[config.mk]
export PLATFORM = sky130hd
export DESIGN_NAME = ck_ctx_regbank
export DESIGN_NICKNAME = d
export VERILOG_FILES = /design/src/rtl/ck_pkg.sv /design/src/rtl/ck_addr_decode.sv /design/src/rtl/ck_ctx_store.sv /design/src/rtl/ck_key_store.sv /design/src/rtl/ck_err_status.sv /design/src/rtl/ck_ctx_regbank.sv
export SDC_FILE = /design/constraint.sdc
export NUM_CORES = 1
export LEC_CHECK = 0
export BUFFER_PORTS_ARGS = -buffer_cell sky130_fd_sc_hd__buf_2
export CORE_AREA = 2 2 280 282
export CTS_CLUSTER_SIZE = 30
export DETAILED_ROUTE_END_ITERATION = 6
export DIE_AREA = 0 0 282 284
export PLACE_DENSITY = 0.56
export SETUP_SLACK_MARGIN = 0.2
export SLEW_MARGIN = 0
export SYNTH_ARGS = -nofsm -noshare
export SYNTH_HDL_FRONTEND = slang
export SYNTH_HIERARCHICAL = 1
export SYNTH_SLANG_ARGS = --single-unit
export TNS_END_PERCENT = 1
[constraint.sdc]
create_clock -name clk -period 2.4 [get_ports clk]
set_input_delay 0 -clock clk [delete_from_list [all_inputs] [get_ports clk]]
set_output_delay 0 -clock clk [all_outputs]
set_load 0.005 [all_outputs]
[src/rtl/ck_pkg.sv]
// Package ck_pkg: shared types for the cipher context register bank.
// Assumes a byte-offset bus decoded on 8-byte words.
package ck_pkg;
    // Kinds of target an access can land on
    typedef enum logic [2:0] {
        SEL_NONE   = 3'd0,
        SEL_FRESH  = 3'd1,
        SEL_CTX    = 3'd2,
        SEL_KEY_HI = 3'd3,
        SEL_KEY_LO = 3'd4,
        SEL_STATUS = 3'd5
    } sel_e;

    // Status word layout
    localparam int STATUS_W   = 2;
    localparam int ST_CTX_BIT = 0;
    localparam int ST_ADR_BIT = 1;
endpackage

[src/rtl/ck_addr_decode.sv]
// ck_addr_decode: maps a byte offset to a target kind and a one-hot
// context select. Assumes offsets are word aligned to 8 bytes; any other
// offset, or a word past the status word, decodes to SEL_NONE.
module ck_addr_decode
    import ck_pkg::*;
#(
    parameter int ADDR_W = 8,
    parameter int N_CTX  = 6
) (
    input  logic [ADDR_W-1:0] addr,
    output sel_e              kind,
    output logic [N_CTX-1:0]  ctx_hot
);
    localparam int WORD_W = ADDR_W - 3;
    localparam logic [WORD_W-1:0] W_FRESH  = '0;
    localparam logic [WORD_W-1:0] W_KEY_HI = WORD_W'(N_CTX + 1);
    localparam logic [WORD_W-1:0] W_KEY_LO = WORD_W'(N_CTX + 2);
    localparam logic [WORD_W-1:0] W_STATUS = WORD_W'(N_CTX + 3);

    logic [WORD_W-1:0] word;
    logic              aligned;

    assign word    = addr[ADDR_W-1:3];
    assign aligned = (addr[2:0] == 3'b000);

    // One comparator per context word
    for (genvar g = 0; g < N_CTX; g++) begin : g_ctx_hit
        assign ctx_hot[g] = aligned && (word == WORD_W'(g + 1));
    end

    // Classify the access
    always_comb begin
        kind = SEL_NONE;
        if (aligned) begin
            if (word == W_FRESH)       kind = SEL_FRESH;
            else if (|ctx_hot)         kind = SEL_CTX;
            else if (word == W_KEY_HI) kind = SEL_KEY_HI;
            else if (word == W_KEY_LO) kind = SEL_KEY_LO;
            else if (word == W_STATUS) kind = SEL_STATUS;
        end
    end
endmodule

[src/rtl/ck_ctx_store.sv]
// ck_ctx_store: N_CTX host-visible context words. A word loads only when
// the top has already accepted the write; clr zeroes every word.
module ck_ctx_store #(
    parameter int DATA_W = 64,
    parameter int N_CTX  = 6
) (
    input  logic                    clk,
    input  logic                    rst_n,
    input  logic                    clr,
    input  logic                    wr_ok,
    input  logic [N_CTX-1:0]        wr_hot,
    input  logic [DATA_W-1:0]       wdata,
    output logic [N_CTX*DATA_W-1:0] ctx_flat
);
    for (genvar g = 0; g < N_CTX; g++) begin : g_word
        logic [DATA_W-1:0] word_q;

        // Hold one context word
        always_ff @(posedge clk) begin
            if (!rst_n || clr)              word_q <= '0;
            else if (wr_ok && wr_hot[g])    word_q <= wdata;
        end

        assign ctx_flat[g*DATA_W +: DATA_W] = word_q;
    end
endmodule

[src/rtl/ck_key_store.sv]
// ck_key_store: the two key halves plus the restore-order tracker.
// key_loaded is set by any accepted key write and cleared when busy rises
// or on clr_track; clr_key zeroes both halves.
module ck_key_store #(
    parameter int DATA_W = 64
) (
    input  logic                clk,
    input  logic                rst_n,
    input  logic                clr_key,
    input  logic                clr_track,
    input  logic                wr_hi,
    input  logic                wr_lo,
    input  logic [DATA_W-1:0]   wdata,
    input  logic                busy,
    output logic [2*DATA_W-1:0] key_out,
    output logic                key_loaded
);
    logic [DATA_W-1:0] hi_q, lo_q;
    logic              busy_q;
    logic              busy_rise;

    assign busy_rise = busy && !busy_q;

    // Key halves
    always_ff @(posedge clk) begin
        if (!rst_n || clr_key) begin
            hi_q <= '0;
            lo_q <= '0;
        end else begin
            if (wr_hi) hi_q <= wdata;
            if (wr_lo) lo_q <= wdata;
        end
    end

    // Busy edge history
    always_ff @(posedge clk) begin
        if (!rst_n) busy_q <= 1'b0;
        else        busy_q <= busy;
    end

    // Restore-order tracker
    always_ff @(posedge clk) begin
        if (!rst_n || clr_track || busy_rise) key_loaded <= 1'b0;
        else if (wr_hi || wr_lo)              key_loaded <= 1'b1;
    end

    assign key_out = {hi_q, lo_q};
endmodule

[src/rtl/ck_err_status.sv]
// ck_err_status: sticky error flags with write-one-to-clear. A set
// request in the same cycle as a clear of that bit wins.
module ck_err_status
    import ck_pkg::*;
(
    input  logic                clk,
    input  logic                rst_n,
    input  logic                clr,
    input  logic [STATUS_W-1:0] set,
    input  logic                w1c_en,
    input  logic [STATUS_W-1:0] w1c_bits,
    output logic [STATUS_W-1:0] flags
);
    logic [STATUS_W-1:0] clr_mask;

    assign clr_mask = w1c_en ? w1c_bits : '0;

    // Flag register
    always_ff @(posedge clk) begin
        if (!rst_n || clr) flags <= '0;
        else               flags <= set | (flags & ~clr_mask);
    end
endmodule

[src/rtl/ck_ctx_regbank.sv]
// ck_ctx_regbank: host register bank for a stream-cipher unit. Applies
// the busy lockout, the restore-order rule and the address rules, and
// drives key, context and the mode-gated nonce to the core.
// Assumes rd_en and wr_en share one addr; soft_rst and init_cmd are pulses.
module ck_ctx_regbank
    import ck_pkg::*;
#(
    parameter int DATA_W = 64,
    parameter int N_CTX  = 6,
    parameter int ADDR_W = 8
) (
    input  logic                    clk,
    input  logic                    rst_n,
    input  logic                    soft_rst,
    input  logic                    init_cmd,
    input  logic                    wr_en,
    input  logic                    rd_en,
    input  logic [ADDR_W-1:0]       addr,
    input  logic [DATA_W-1:0]       wdata,
    output logic [DATA_W-1:0]       rdata,
    input  logic                    busy,
    input  logic                    mode_f9,
    output logic                    ctx_err,
    output logic                    addr_err,
    output logic [2*DATA_W-1:0]     key_out,
    output logic [DATA_W-1:0]       core_fresh,
    output logic [N_CTX*DATA_W-1:0] ctx_flat
);
    sel_e                kind;
    logic [N_CTX-1:0]    ctx_hot;
    logic                clr_any;
    logic                ctx_req, key_req;
    logic                ctx_ok, key_ok;
    logic                key_loaded;
    logic [STATUS_W-1:0] err_set, flags;
    logic [DATA_W-1:0]   fresh_q;
    logic [DATA_W-1:0]   ctx_rd;

    ck_addr_decode #(.ADDR_W(ADDR_W), .N_CTX(N_CTX)) u_dec (
        .addr    (addr),
        .kind    (kind),
        .ctx_hot (ctx_hot)
    );

    assign clr_any = soft_rst || init_cmd;
    assign ctx_req = wr_en && (kind == SEL_CTX);
    assign key_req = wr_en && (kind == SEL_KEY_HI || kind == SEL_KEY_LO);
    // context write needs idle core and no key loaded yet
    assign ctx_ok  = ctx_req && !busy && !key_loaded && !clr_any;
    // key write needs idle core
    assign key_ok  = key_req && !busy && !soft_rst;

    // Error sources
    always_comb begin
        err_set = '0;
        err_set[ST_CTX_BIT] = (ctx_req && (busy || key_loaded)) || (key_req && busy);
        err_set[ST_ADR_BIT] = (rd_en && (kind == SEL_NONE || kind == SEL_KEY_HI ||
                                         kind == SEL_KEY_LO))
                            || (wr_en && kind == SEL_NONE);
    end

    ck_ctx_store #(.DATA_W(DATA_W), .N_CTX(N_CTX)) u_ctx (
        .clk      (clk),
        .rst_n    (rst_n),
        .clr      (clr_any),
        .wr_ok    (ctx_ok),
        .wr_hot   (ctx_hot),
        .wdata    (wdata),
        .ctx_flat (ctx_flat)
    );

    ck_key_store #(.DATA_W(DATA_W)) u_key (
        .clk        (clk),
        .rst_n      (rst_n),
        .clr_key    (soft_rst),
        .clr_track  (clr_any),
        .wr_hi      (key_ok && kind == SEL_KEY_HI),
        .wr_lo      (key_ok && kind == SEL_KEY_LO),
        .wdata      (wdata),
        .busy       (busy),
        .key_out    (key_out),
        .key_loaded (key_loaded)
    );

    ck_err_status u_err (
        .clk      (clk),
        .rst_n    (rst_n),
        .clr      (clr_any),
        .set      (err_set),
        .w1c_en   (wr_en && kind == SEL_STATUS),
        .w1c_bits (wdata[STATUS_W-1:0]),
        .flags    (flags)
    );

    assign ctx_err  = flags[ST_CTX_BIT];
    assign addr_err = flags[ST_ADR_BIT];

    // Nonce register
    always_ff @(posedge clk) begin
        if (!rst_n || soft_rst)              fresh_q <= '0;
        else if (wr_en && kind == SEL_FRESH) fresh_q <= wdata;
    end

    assign core_fresh = mode_f9 ? fresh_q : '0;

    // Select the addressed context word for read-back
    always_comb begin
        ctx_rd = '0;
        for (int i = 0; i < N_CTX; i++) begin
            if (ctx_hot[i]) ctx_rd = ctx_rd | ctx_flat[i*DATA_W +: DATA_W];
        end
    end

    // Read mux: key halves and unmapped offsets return zero
    always_comb begin
        rdata = '0;
        if (rd_en) begin
            case (kind)
                SEL_FRESH:  rdata = fresh_q;
                SEL_CTX:    rdata = ctx_rd;
                SEL_STATUS: rdata = DATA_W'(flags);
                default:    rdata = '0;
            endcase
        end
    end
endmodule

==> summary.md <==
| Metric | Value |
|---|---|
| Post-synth EDFFs | `0` |
| Share of the synthesized area in the top cell type | `42.68%` |
| Placed cell count | `4,594` |
| Slowest cell on crit path | `or4_4` |
| Syn Area/Cell | `9.168 um2` |
| Dpl ws | `44.11 ps` |
| Comb power frac | `3.4%` |
| Flop pwr share | `44.6%` |
| Cell Pwr Density | `595.2 nW/um2` |
| Setup TNS | `0 ps` |
| Area contributors post-synth | `dfxtp_1 (43%), a21bo_2 (13%), a21oi_1 (9.4%), nand3_1 (7.1%), mux2i_1 (4.8%)` |
| Status | `finished with violations` |
| Worst EP arrival | `2340 ps` |
| 1st-iter DRT viols | `2,412` |
| CTS tree | `built` |
| Asr flop ratio synth | `0%` |
| Metal1 wirelength | `44,340 um` |
| Final ANT Viol Nets | `0` |
| TritonRoute pass-1 iters | `7` |
| Root Driver | `clkbuf_16` |
| Tmin final | `2336 ps` |
| Placeable Area | `76,960 um2` |
| Crit path cell chain | `buf_2 > or4_4 > or3_4 > nor2_4 > buf_12 > buf_12 > buf_12 > a22o_1 > a221oi_1 > a211oi_2 > buf_2` |
| Sink Count | `580` |
| Top FF cell, synth | `dfxtp_1` |
| Slew Limit Fails | `0` |
| Area leader, netlist | `dfxtp_1` |
| # rows | `102` |
| Drt drc | `22` |
| Post-DR vias/cell | `5.534` |
| Synth warn | `6` |
| Max-Cap Viols | `0` |
| Layout overhead on the synthesized area | `33.43%` |
| Top sig layer | `met5` |
| Cell family with most CP delay | `simple AND/OR/NAND/NOR gates` |
| Slew margin rel. | `55.57%` |
| Overflow after GRT | `0` |
| Mapped Area | `27,200 um2` |
| Vias in the first global route | `24.58k` |
| Post-synthesis register bit count | `580` |
| Wire per inst | `22.92 um` |
| Via count | `26.57k` |
| DRT Wirelength | `110,100 um` |
| Final Cell Area | `36,300 um2` |
| Max rail drop VDD | `411.9 uV` |
| Hold crit path type | `input pin to register` |
| Crit Path Class | `input pin to primary output` |
| Crit start category | `input pin` |
| Max Fanout on Critical Path | `21` |
| Die W | `282 um` |
| Violated checks | `DRC` |
| H-tree levels | `3` |
| Clk pwr share | `52.0%` |
| Die area | `80,090 um2` |
| Initial Util | `35.35%` |
| Clock tree buffer depth | `3` |
| Worst-margin pin slew | `666.4 ps` |
| First-pass GRT wire length | `159,600 um` |
| Switching pwr | `5.033 mW` |
| Final clock skew | `23.60 ps` |
| Worst Setup Slack, final | `63.87 ps` |
| # IOs | `722` |
| Fmax | `428.1 MHz` |
| Metal3 WL | `10,300 um` |
| Final HPWL DP | `76,430 um` |
| Layout Cells excl Fill | `4,802` |
| Netlist cell types | `47` |
| Post-synthesis sequential area ratio | `42.68%` |
| Pin count of the biggest net entering global routing | `82` |
| RSZ-0062 raised after global routing | `yes` |
| Net Count, Synth | `3,047` |
| Antenna diodes | `0` |
| GRT Overall Usage | `25.72%` |
| Share of layout cells above drive strength 1 | `39.61%` |
| Final Hold Violating Endpoints | `0` |
| Final Cycle Share | `97.34%` |
| Sw frac | `23.30%` |
| Largest stage delay, worst path | `570 ps` |
| Worst-Skew Late Latency | `620 ps` |
| Placer Congestion | `0.8546` |
| Crit path buffers/inverters | `5` |
| Initial antenna violation count | `1` |
| Fill cells | `7,509` |
| Int Power | `16.57 mW` |
| Cell Area, Placed | `32,930 um2` |
| CP most frequent cell | `buf_12` |
| Critical Path RT | `2400 ps` |
| Clk slew on worst S/H paths | `60 ps` |
| P_leak | `14.17 nW` |
| Metal2 WL | `52,070 um` |
| Worst Setup End Kind | `primary output` |
| Setup-failing EPs final | `0` |
| Num CTS Buffers | `70` |
| Post-layout util | `47.16%` |
| Die Y | `284 um` |
| Port bufs | `721` |
| NumNets Final | `3,789` |
| Syn Inst Count | `2,967` |
[state kept, by name (all words and copies together), names as in the netlist]
signal / count
fresh_q: 64
u_ctx/g_word.word_q: 384
u_err/flags: 2
u_key/busy_q: 1
u_key/hi_q: 64
u_key/key_loaded: 1
u_key/lo_q: 64
[worst reg2reg max path, stage by stage (launching register included)]
cell,delay [ps]
dfxtp_1,320
nor3_1,330
and2_4,240
buf_12,260
buf_4,330
a21bo_2,150
a21oi_1,60
[power groups by stage]
stage | Sequential [mW] | Combinational (mW) | Clock, mW
after CTS | 9.63 | 0.714 | 11.4
after global placement | 9.85 | 0.623 | 0
after global routing | 9.63 | 0.763 | 11.8
final | 9.63 | 0.729 | 11.2
after detailed placement | 9.85 | 0.622 | 0
after floorplan | 9.84 | 0.218 | 0
[cell usage in the layout, fill, tap and decap left out, types with 3 or more instances in the layout]
cell type,synthesis,final
nor2b_1,5,5
clkbuf_1,153,14
a21bo_1,23,23
bufinv_16,0,6
clkbuf_16,0,77
dlygate4sd3_1,0,73
a22oi_1,6,6
nand3_1,385,385
nor3_1,7,3
nand2b_1,6,3
a21oi_1,510,510
nand2_1,135,135
buf_12,0,67
nor2_1,137,133
mux2i_1,130,130
nand2b_4,1,4
nor3_2,0,3
a211oi_2,60,60
buf_6,20,3
clkinv_2,0,8
and3_1,3,3
nor2_4,0,5
a221oi_1,62,62
buf_2,109,721
and2_1,66,65
buf_4,15,139
dfxtp_1,580,580
a222oi_1,62,62
clkinvlp_4,0,3
clkbuf_8,0,17
a22o_1,62,62
a21bo_2,361,361
[repair_timing]
action,in CTS,in global routing
hold buffers,73,0
endpoints found under the setup margin,59,65
endpoints found under the hold margin,580,0
cloned,0,5
resized for setup,1,4
setup buffers,0,5
pin swaps,0,1
[area by class of cell]
| cell class | count | area [um2] | area share [%] |
|---|---|---|---|
| flip-flops and latches | 580 | 11610 | 31.99 |
| clock inverters | 22 | 334.1 | 0.9204 |
| well taps | 1040 | 1301 | 3.585 |
| multi-input cells | 2046 | 14040 | 38.69 |
| inverters | 2 | 7.507 | 0.02068 |
| clock buffers | 103 | 2088 | 5.753 |
| repair buffers | 1009 | 6910 | 19.04 |
[cells by family (layout without fill, tap and decap cells)]
kind of cell              after synthesis  in the layout  synth area share, %
and+or+nand+nor                       757            757                13.30
buffers and inverters                 341           1136                6.173
AOI/OAI and AO/OA                    1158           1158                33.03
DFF                                   580            580                42.68
xor gates and xnor gates                1              1              0.03220
muxes                                 130            130                4.784
[Yosys cell counts (all sizes together), types with 5 or more instances]
library cell and n:
dfxtp 580, a21oi 510, nand3 385, a21bo 384
buf 186, clkbuf 153, nor2 138, nand2 135
mux2i 130, and2 66, a211oi 62, a221oi 62
a222oi 62, a22o 62, nand2b 7, nor3 7
a22oi 6, nor2b 5
[final timing paths]
path	from	end	slack, ps	cells after the start
worst max-delay path	addr[1]	rdata[46]	60	11
worst min register to register	fresh_q[8]	fresh_q[8]	490	2
worst min-delay path	addr[4]	u_ctx/g_word[3].word_q[1]	50	5
worst max register to register	u_key/key_loaded	u_ctx/g_word[2].word_q[26]	560	6
[metal layers]
layer,up-vias,track usage [%]
li1,12390,-
met1,12810,31.61
met2,1179,42.43
met3,192,7.822
met4,2,8.790
met5,-,0
[metrics by stage]
stage	hold WS, ps	total power, mW
final	45.14	21.60
after global routing	51.92	22.23
after detailed placement	287.7	10.47
after CTS	12.01	21.77
after global placement	288.2	10.47
after floorplan	112.6	10.06
Note: power is estimated with default switching activity, not from simulation.
